File: src/rtl/sm3me_pkg.sv
package sm3me_pkg;

  localparam int WORD_W    = 32;
  localparam int GRP_WORDS = 8;
  localparam int GRP_W     = WORD_W * GRP_WORDS;
  localparam int SCHED_LEN = 3 * GRP_WORDS;

  // rotation amounts of the expansion step
  localparam int ROT_MIX  = 15;
  localparam int ROT_TAP  = 7;
  localparam int ROT_P1_A = 15;
  localparam int ROT_P1_B = 23;

  function automatic logic [WORD_W-1:0] rotl32(input logic [WORD_W-1:0] x,
                                               input int unsigned n);
    return (x << n) | (x >> (WORD_W - n));
  endfunction

  function automatic logic [WORD_W-1:0] perm1(input logic [WORD_W-1:0] x);
    return x ^ rotl32(x, ROT_P1_A) ^ rotl32(x, ROT_P1_B);
  endfunction

endpackage

File: src/rtl/sm3me_bswap.sv
module sm3me_bswap #(
  parameter int WORDS = 8
) (
  input  logic [WORDS*32-1:0] din,
  output logic [WORDS*32-1:0] dout
);

  localparam int BYTES = 4;

  for (genvar k = 0; k < WORDS; k++) begin : g_word
    for (genvar b = 0; b < BYTES; b++) begin : g_byte
      assign dout[k*32 + b*8 +: 8] = din[k*32 + (BYTES-1-b)*8 +: 8];
    end
  end

endmodule

File: src/rtl/sm3me_expand.sv
module sm3me_expand
  import sm3me_pkg::*;
(
  input  logic [GRP_W-1:0] lo_words,
  input  logic [GRP_W-1:0] hi_words,
  output logic [GRP_W-1:0] next_words
);

  logic [WORD_W-1:0] sched [SCHED_LEN];

  // Evaluated in index order so that each new word sees the ones before it.
  always_comb begin
    for (int i = 0; i < GRP_WORDS; i++) begin
      sched[i]             = lo_words[i*WORD_W +: WORD_W];
      sched[i + GRP_WORDS] = hi_words[i*WORD_W +: WORD_W];
    end
    for (int i = 2*GRP_WORDS; i < SCHED_LEN; i++) begin
      sched[i] = perm1(sched[i-16] ^ sched[i-9] ^ rotl32(sched[i-3], ROT_MIX))
               ^ rotl32(sched[i-13], ROT_TAP)
               ^ sched[i-6];
    end
    for (int i = 0; i < GRP_WORDS; i++) begin
      next_words[i*WORD_W +: WORD_W] = sched[i + 2*GRP_WORDS];
    end
  end

endmodule

File: src/rtl/sm3me_ctrl.sv
module sm3me_ctrl #(
  parameter int IDX_W = 8
) (
  input  logic             clk,
  input  logic             rst_n,
  input  logic             cmd_valid,
  input  logic [IDX_W-1:0] cmd_first,
  input  logic [IDX_W-1:0] cmd_end,
  input  logic             grp_valid,
  output logic             cmd_ready,
  output logic             grp_ready,
  output logic             grp_take,
  output logic [IDX_W-1:0] take_idx,
  output logic [IDX_W-1:0] pos_idx,
  output logic             done
);

  logic             busy_q, busy_d;
  logic [IDX_W-1:0] idx_q, idx_d;
  logic [IDX_W-1:0] end_q, end_d;
  logic             done_q, done_d;
  logic [IDX_W-1:0] idx_inc;
  logic             cmd_take;

  assign cmd_ready = !busy_q;
  assign grp_ready = busy_q;
  assign cmd_take  = cmd_valid && !busy_q;
  assign grp_take  = grp_valid && busy_q;
  assign idx_inc   = idx_q + 1'b1;
  assign take_idx  = idx_q;
  assign pos_idx   = idx_q;
  assign done      = done_q;

  always_comb begin
    busy_d = busy_q;
    idx_d  = idx_q;
    end_d  = end_q;
    done_d = 1'b0;
    if (cmd_take) begin
      if (cmd_first < cmd_end) begin
        busy_d = 1'b1;
        idx_d  = cmd_first;
        end_d  = cmd_end;
      end else begin
        done_d = 1'b1;
      end
    end else if (grp_take) begin
      if (idx_inc == end_q) begin
        busy_d = 1'b0;
        idx_d  = '0;
        done_d = 1'b1;
      end else begin
        idx_d  = idx_inc;
      end
    end
  end

  always_ff @(posedge clk or negedge rst_n) begin
    if (!rst_n) begin
      busy_q <= 1'b0;
      idx_q  <= '0;
      end_q  <= '0;
      done_q <= 1'b0;
    end else begin
      busy_q <= busy_d;
      idx_q  <= idx_d;
      end_q  <= end_d;
      done_q <= done_d;
    end
  end

endmodule

File: src/rtl/sm3me_unit.sv
module sm3me_unit
  import sm3me_pkg::*;
#(
  parameter int IDX_W = 8
) (
  input  logic             clk,
  input  logic             rst_n,
  input  logic             cmd_valid,
  output logic             cmd_ready,
  input  logic [IDX_W-1:0] cmd_first,
  input  logic [IDX_W-1:0] cmd_end,
  input  logic             grp_valid,
  output logic             grp_ready,
  input  logic [255:0]     grp_src1,
  input  logic [255:0]     grp_src2,
  output logic             res_valid,
  output logic [255:0]     res_data,
  output logic [IDX_W-1:0] res_index,
  output logic [IDX_W-1:0] pos_idx,
  output logic             done
);

  logic [GRP_W-1:0] lo_be, hi_be, nxt_be, nxt_le;
  logic             grp_take;
  logic [IDX_W-1:0] take_idx;
  logic             rv_q, rv_d;
  logic [IDX_W-1:0] ri_q, ri_d;
  logic [GRP_W-1:0] rd_q;

  sm3me_bswap #(.WORDS(GRP_WORDS)) u_in_lo (.din(grp_src1), .dout(lo_be));
  sm3me_bswap #(.WORDS(GRP_WORDS)) u_in_hi (.din(grp_src2), .dout(hi_be));

  sm3me_expand u_expand (
    .lo_words  (lo_be),
    .hi_words  (hi_be),
    .next_words(nxt_be)
  );

  sm3me_bswap #(.WORDS(GRP_WORDS)) u_out (.din(nxt_be), .dout(nxt_le));

  sm3me_ctrl #(.IDX_W(IDX_W)) u_ctrl (
    .clk      (clk),
    .rst_n    (rst_n),
    .cmd_valid(cmd_valid),
    .cmd_first(cmd_first),
    .cmd_end  (cmd_end),
    .grp_valid(grp_valid),
    .cmd_ready(cmd_ready),
    .grp_ready(grp_ready),
    .grp_take (grp_take),
    .take_idx (take_idx),
    .pos_idx  (pos_idx),
    .done     (done)
  );

  always_comb begin
    rv_d = grp_take;
    ri_d = grp_take ? take_idx : ri_q;
  end

  always_ff @(posedge clk or negedge rst_n) begin
    if (!rst_n) begin
      rv_q <= 1'b0;
      ri_q <= '0;
    end else begin
      rv_q <= rv_d;
      ri_q <= ri_d;
    end
  end

  // datapath register, enable only, no reset
  always_ff @(posedge clk) begin
    if (grp_take) begin
      rd_q <= nxt_le;
    end
  end

  assign res_valid = rv_q;
  assign res_index = ri_q;
  assign res_data  = rd_q;

endmodule

File: config.mk
export PLATFORM = sky130hd
export DESIGN_NAME = sm3me_unit
export DESIGN_NICKNAME = d
export VERILOG_FILES = /design/src/rtl/sm3me_pkg.sv /design/src/rtl/sm3me_bswap.sv /design/src/rtl/sm3me_expand.sv /design/src/rtl/sm3me_ctrl.sv /design/src/rtl/sm3me_unit.sv
export SDC_FILE = /design/constraint.sdc
export NUM_CORES = 1
export LEC_CHECK = 0
export ABC_CLOCK_PERIOD_IN_PS = 18550
export BUFFER_PORTS_ARGS = -buffer_cell sky130_fd_sc_hd__buf_4
export CAP_MARGIN = 25
export CELL_PAD_IN_SITES_DETAIL_PLACEMENT = 1
export CELL_PAD_IN_SITES_GLOBAL_PLACEMENT = 1
export CORE_UTILIZATION = 25
export CTS_BUF_LIST = sky130_fd_sc_hd__clkbuf_16
export DETAILED_ROUTE_END_ITERATION = 6
export PLACE_DENSITY = 0.57
export SLEW_MARGIN = 20
export SYNTH_ARGS = -nofsm -noshare
export SYNTH_HDL_FRONTEND = slang
export SYNTH_SLANG_ARGS = --single-unit
File: constraint.sdc
create_clock -name clk -period 18.55 [get_ports clk]
set_clock_uncertainty 0.1 [all_clocks]
set_input_delay 0.9275 -clock clk [delete_from_list [all_inputs] [get_ports clk]]
set_output_delay 0.9275 -clock clk [all_outputs]
set_load 0.01 [all_outputs]
Yosys cells after proc, flatten, opt, wreduce, memory -nomap -nowiden
Cells that the tools add are included.
Word-level totals
  flip-flop bits (word level): 283
  word-level logic and storage cells: 111
  bits of input ports: 532
Operators by class
  bitwise gates (word level): 80
  add/subtract/negate cells: 1
  magnitude comparators: 1
  reduce and logical (&&, ||, !) cells: 8
  equal/unequal tests: 2
  mux-type cells: 12
Operators by type and width (number)
  32-bit XOR: 48
  32-bit by 15-bit OR with 32-bit output: 16
  32-bit by 23-bit OR with 32-bit output: 8
  32-bit by 7-bit OR with 32-bit output: 8
  8-bit two-way mux: 4
  8-bit by 1-bit adder with 8-bit output (second input constant): 1
  8-bit == test: 1
  8-bit < comparator: 1
  1-bit two-way mux: 8
  2-bit AND reduction: 2
  2-bit nonzero test: 2
  3-bit AND reduction: 1
  1-bit logical AND: 2
  2-bit inequality test (second input constant): 1
  1-bit logical NOT: 1

Longest topological paths before layout
  word-level depth: 21
  gate-level depth with buffers: 12

Cells and area by module
Synthesis repeated with hierarchy kept, for this count alone.
Second synthesis, totals
  cells, all modules: 2671
  area total of the unflattened synthesis: 32766.4 sq um
By module, submodules not included
  sm3me_expand: cells each 1476, times used 1, area an instance 17560.6 sq um
  sm3me_unit: cells each 274, times used 1, area an instance 8044.0 sq um
  sm3me_bswap: cells each 256, times used 3, area an instance 1921.8 sq um
  sm3me_ctrl: cells each 153, times used 1, area an instance 1396.3 sq um

Worst setup path after synthesis
No wires, ideal clock.
  path type: input to register
  start: input port grp_valid
  end: register rv_q (netlist: res_valid)
  setup slack: 9.308 ns
  stages: 3
  path buffers: 1
  required time: 17.548 ns
  arrival: 8.240 ns
  library setup time: 0.902 ns
  cells stage by stage: nand2_1 -> inv_1 -> buf_1
On the way
  longest elaborated chain between the ends: 1
Ends and longest elaborated chain
  from (decl): line sm3me_unit.sv:12  | input logic grp_valid,
  1-bit logical AND: line sm3me_ctrl.sv:28  | assign grp_take = grp_valid && busy_q;
  net grp_take: line sm3me_unit.sv:24  | logic grp_take;
  to (signal assigned): line sm3me_unit.sv:66  | rv_q <= rv_d;
  to (decl): line sm3me_unit.sv:26  | logic rv_q, rv_d;
The timed path passes the listed nets, and every way through them passes these cells.
A chain may end at the register's enable or synchronous reset.

Final worst setup path
  start: input port grp_src1[35]
  end: register rd_q[238] (netlist: res_data[238]), data pin
On the way
  longest elaborated chain between the ends: 19
Ends and longest elaborated chain
  from (decl): line sm3me_unit.sv:14  | input logic [255:0] grp_src1,
  32-bit XOR * (2 in a row): line sm3me_expand.sv:18  | sched[i] = perm1(sched[i-16] ^ sched[i-9] ^ rotl32(sched[i-3], ROT_MIX))
  32-bit by 23-bit OR with 32-bit output *: line sm3me_pkg.sv:16  | return (x << n) | (x >> (WORD_W - n));
  32-bit XOR *: line sm3me_pkg.sv:20  | return x ^ rotl32(x, ROT_P1_A) ^ rotl32(x, ROT_P1_B);
  32-bit XOR *: line sm3me_expand.sv:19  | ^ rotl32(sched[i-13], ROT_TAP)
  32-bit XOR *: line sm3me_expand.sv:20  | ^ sched[i-6];
  net nxt_be[50]: line sm3me_unit.sv:23  | logic [GRP_W-1:0] lo_be, hi_be, nxt_be, nxt_le;
  32-bit by 15-bit OR with 32-bit output *: line sm3me_pkg.sv:16
  32-bit XOR *: line sm3me_expand.sv:18
  [... 4 more ...]
  32-bit by 15-bit OR with 32-bit output *: line sm3me_pkg.sv:16
  32-bit XOR *: line sm3me_expand.sv:18
  32-bit by 15-bit OR with 32-bit output / 32-bit XOR (equally long branches): line sm3me_pkg.sv:16, sm3me_expand.sv:18
  32-bit XOR / 32-bit by 23-bit OR with 32-bit output (equally long branches): line sm3me_pkg.sv:20, sm3me_pkg.sv:16
  32-bit XOR *: line sm3me_pkg.sv:20
  32-bit XOR *: line sm3me_expand.sv:19
  32-bit XOR *: line sm3me_expand.sv:20
  net nxt_be[246]: line sm3me_unit.sv:23
  to (signal assigned): line sm3me_unit.sv:74  | rd_q <= nxt_le;
  to (decl): line sm3me_unit.sv:28  | logic [GRP_W-1:0] rd_q;
Mark *: on every way through the listed nets, which the timed path passes. The rest lies on a longest branch.

==> results.toml <==
[timing]
grt_setup_unrepaired = "no"
finalSetupViolations = 0
finalHoldViolations = 0
whs_ps = 162
tightest_slew_ps = 1250
slew_viol_final = 0
max_clock_freq_mhz = 226
tns_ps = 0
min_period_over_period_pct = 23.9
period_minus_slack_ps = 4430
slew_headroom_pct = 16.4

[yosys]
yosysSeqAreaShare_pct = 34.3
synth_area_um2 = 24400
synth_fp_nets = 2513
synth_area_leaders = "xnor2_1 35%, edfxtp_1 32%, xor2_1 14%"
ys_types = 36
syn_avg_cell_area_um2 = 12.3
netlist.area_leader.share_pct = 34.9
synth_edf_count = 256
syn_inst = 1973
synth_seq_cells = 283
yosys_warnings = 0
async_reset_ff_share_pct = 9.54
synth_top_area_cell = "xnor2_1"
synth_top_flop_cell = "edfxtp_1"

[pwr]
p_int_uw = 4870
p_sw_uw = 4110
p_total_uw = 8990
seq_power_share_pct = 18.7
power_frac_comb_pct = 72.8
vdd_ir_drop_max_v = 0.000117
power_density_nw_per_um2 = 269
p_sw_share_pct = 45.8
power_leakage_uw = 0.0135
clkPwrFrac_pct = 8.5

[layout]
finalNetCount = 3369
fin_util_pct = 34.6
drive_above_1_share_pct = 35.0
fillers = 10700
area_growth_syn_to_layout_pct = 37.1

[clock_network]
cts.sinks = 283
clkTransAtPathRegs_ps = 60
hold_buffers = 0
htreeDepth = 2
post_cts_resized = 0
insertion_delay_ps = 590
cts_tree = "built"
cts_setup_buffers = 0
cts.root.buffer_cell = "clkbuf_16"
clock_path_buffers = 3
cts_buffers = 40

[grt]
antenna_found_initial = 12
overflow = 0
grt_max_degree = 149
grt_pass1_wl_mm = 181
grtUsageTotal_pct = 27.4
grt_pass1_vias = 19900

[critical_path]
slowest_stage = "xnor3_1"
critPathTopFamily = "XOR/XNOR gates"
critPathLaunchType = "primary input"
cp.required_ps = 18800
path_cells = "buf_4 > xnor3_1 > xor2_1 > xnor2_1 > xnor2_1 > xnor2_2 > xor2_1 > xnor2_1 > xnor2_1 > xnor2_1 > xnor2_1"
cp_max_fo = 3
cp_num_buf_inv = 1
path_class = "primary input to flop"
arrival_ps = 4680
critPathMaxStageDelay_ps = 580
setup.worst_path.end_class = "flop"
cpMostUsedCell = "xnor2_1"

[place]
portBuffers = 807
place.gp.congestion = 0.944
dp_hpwl_mm = 123

[routing]
firstDrtPassIters = 5
drt-initial-drc-count = 1344
drc = 0
routed_wl_mm = 139
vias = 18400
wl_per_cell_um = 33.6
ant_nets = 0
via_per_inst = 4.45

[floorplan]
rows = 114
die-area_um2 = 98700
die_w_um = 314
core_area_um2 = 96600
io_pins = 808
die_h_um = 314
initial_core_util_pct = 25.2

[worst_hold_path]
hold_class = "primary input to asynchronous set/reset pin"

[run]
maxCapViolations = 0

[run_status]
status = "finished, final reports clean"
==> metrics by stage <==
step | setup slack, ps | cells | instance area [um2]
after detailed placement | 13510 | 4063 | 32100
after CTS | 14100 | 4136 | 33400
final | 14120 | 4141 | 33400
after floorplan | 9310 | 1973 | 24400
after global routing | 13970 | 4140 | 33400
after global placement | 13250 | 4061 | 32100
==> layout by cell type (no fill, tap or decap), drive strengths merged, types with 2 or more instances in the layout <==
cell type | synthesis | routed
diode | 0 | 5
nand2b | 2 | 2
dfrtp | 27 | 27
clkinv | 0 | 22
nand2 | 30 | 30
a21o | 6 | 6
o21ai | 5 | 5
nor2 | 3 | 3
mux2 | 9 | 9
xnor3 | 65 | 65
xor3 | 5 | 5
xor2 | 404 | 404
and3 | 3 | 3
buf | 1 | 820
xnor2 | 1060 | 1060
o32ai | 3 | 3
nor3 | 2 | 2
nand3 | 2 | 2
ha | 8 | 8
nor4b | 3 | 3
clkbuf | 5 | 40
a21oi | 6 | 6
nor2b | 2 | 2
edfxtp | 256 | 256
clkinvlp | 0 | 5
o2bb2ai | 3 | 3
inv | 56 | 61
==> cell usage after synthesis, types with 2 or more instances <==
cell type / instances
nor3_1: 2
o2bb2ai_1: 3
nor4b_1: 3
inv_1: 56
nor2_1: 3
nor2b_1: 2
xor3_1: 3
clkbuf_1: 5
a21o_1: 6
xnor2_1: 970
nand2b_1: 2
edfxtp_1: 256
xor3_2: 2
xor2_2: 5
o21ai_0: 5
xor2_1: 399
a21oi_1: 6
and3_1: 3
mux2_2: 9
xnor3_1: 57
xnor2_2: 89
nand2_1: 30
ha_1: 8
o32ai_1: 3
xnor3_2: 8
dfrtp_1: 27
nand3_1: 2
==> state kept, by name, indices dropped and copies added, names as in the netlist <==
name / cells
u_ctrl.end_q: 8
res_index: 8
u_ctrl.pos_idx: 8
res_valid: 1
u_ctrl.grp_ready: 1
res_data: 256
u_ctrl.done: 1
==> final timing paths <==
path / slack (ps) / cells past startpoint / to / start
min: 160 / 1 / u_ctrl.pos_idx[0] / rst_n
max in group asynchronous: 17890 / 1 / u_ctrl.end_q[7] / rst_n
min reg2reg: 380 / 2 / res_index[2] / res_index[2]
max: 14120 / 11 / res_data[238] / grp_src1[35]
max reg2reg: 15250 / 5 / u_ctrl.pos_idx[7] / u_ctrl.grp_ready
min in group clk: 380 / 2 / res_index[2] / res_index[2]
==> worst register-to-register path: cells and delay by family (launching register included) <==
| family | cells | cell delay, ps |
|---|---|---|
| AO/OA/AOI/OAI | 2 | 650 |
| buffers and inverters | 2 | 1580 |
| flip-flops | 1 | 410 |
| AND/OR/NAND/NOR | 1 | 430 |
==> logic make-up after synthesis <==
| logic type | count (synthesis) | synth area share (%) |
|---|---|---|
| adder cells (fa/ha/maj) | 8 | 0.411 |
| buffers and inverters | 62 | 0.955 |
| AO/OA/AOI/OAI | 29 | 0.832 |
| multiplexers | 9 | 0.416 |
| AND/OR/NAND/NOR | 48 | 0.904 |
| flip-flops | 283 | 34.3 |
| XOR/XNOR | 1534 | 62.2 |
==> power by group through the flow <==
stage | Sequential, uW | Clock (uW) | Combinational [uW]
5_1_grt | 1700 | 802 | 6900
3_3_place_gp | 1690 | 0 | 6450
6_report | 1680 | 764 | 6540
3_5_place_dp | 1690 | 0 | 6510
4_1_cts | 1680 | 785 | 6550
2_1_floorplan | 1770 | 0 | 4310
==> area by class of cell <==
| class | instances | area [um2] | share of cell area (%) |
|---|---|---|---|
| multi-input cells | 1628 | 15800 | 47.3 |
| well taps | 1276 | 1600 | 4.78 |
| clock inverters | 33 | 246 | 0.738 |
| flip-flops and latches | 283 | 8360 | 25.0 |
| diodes | 5 | 12.5 | 0.0375 |
| inverters | 56 | 218 | 0.652 |
| clock buffers | 40 | 1000 | 3.00 |
| repair buffers | 820 | 6170 | 18.5 |
==> metal layers <==
| layer | part of all wire [%] | up-vias | track usage [%] |
|---|---|---|---|
| met1 | 42 | 9420 | 34.7 |
| met3 | 6.6 | 155 | 5.13 |
| met2 | 49 | 774 | 47.3 |
| li1 | - | 8054 | - |
| met4 | 3.0 | 14 | 7.51 |
| met5 | 0.067 | - | 0 |
No activity file was read; power rests on OpenSTA's default activity.
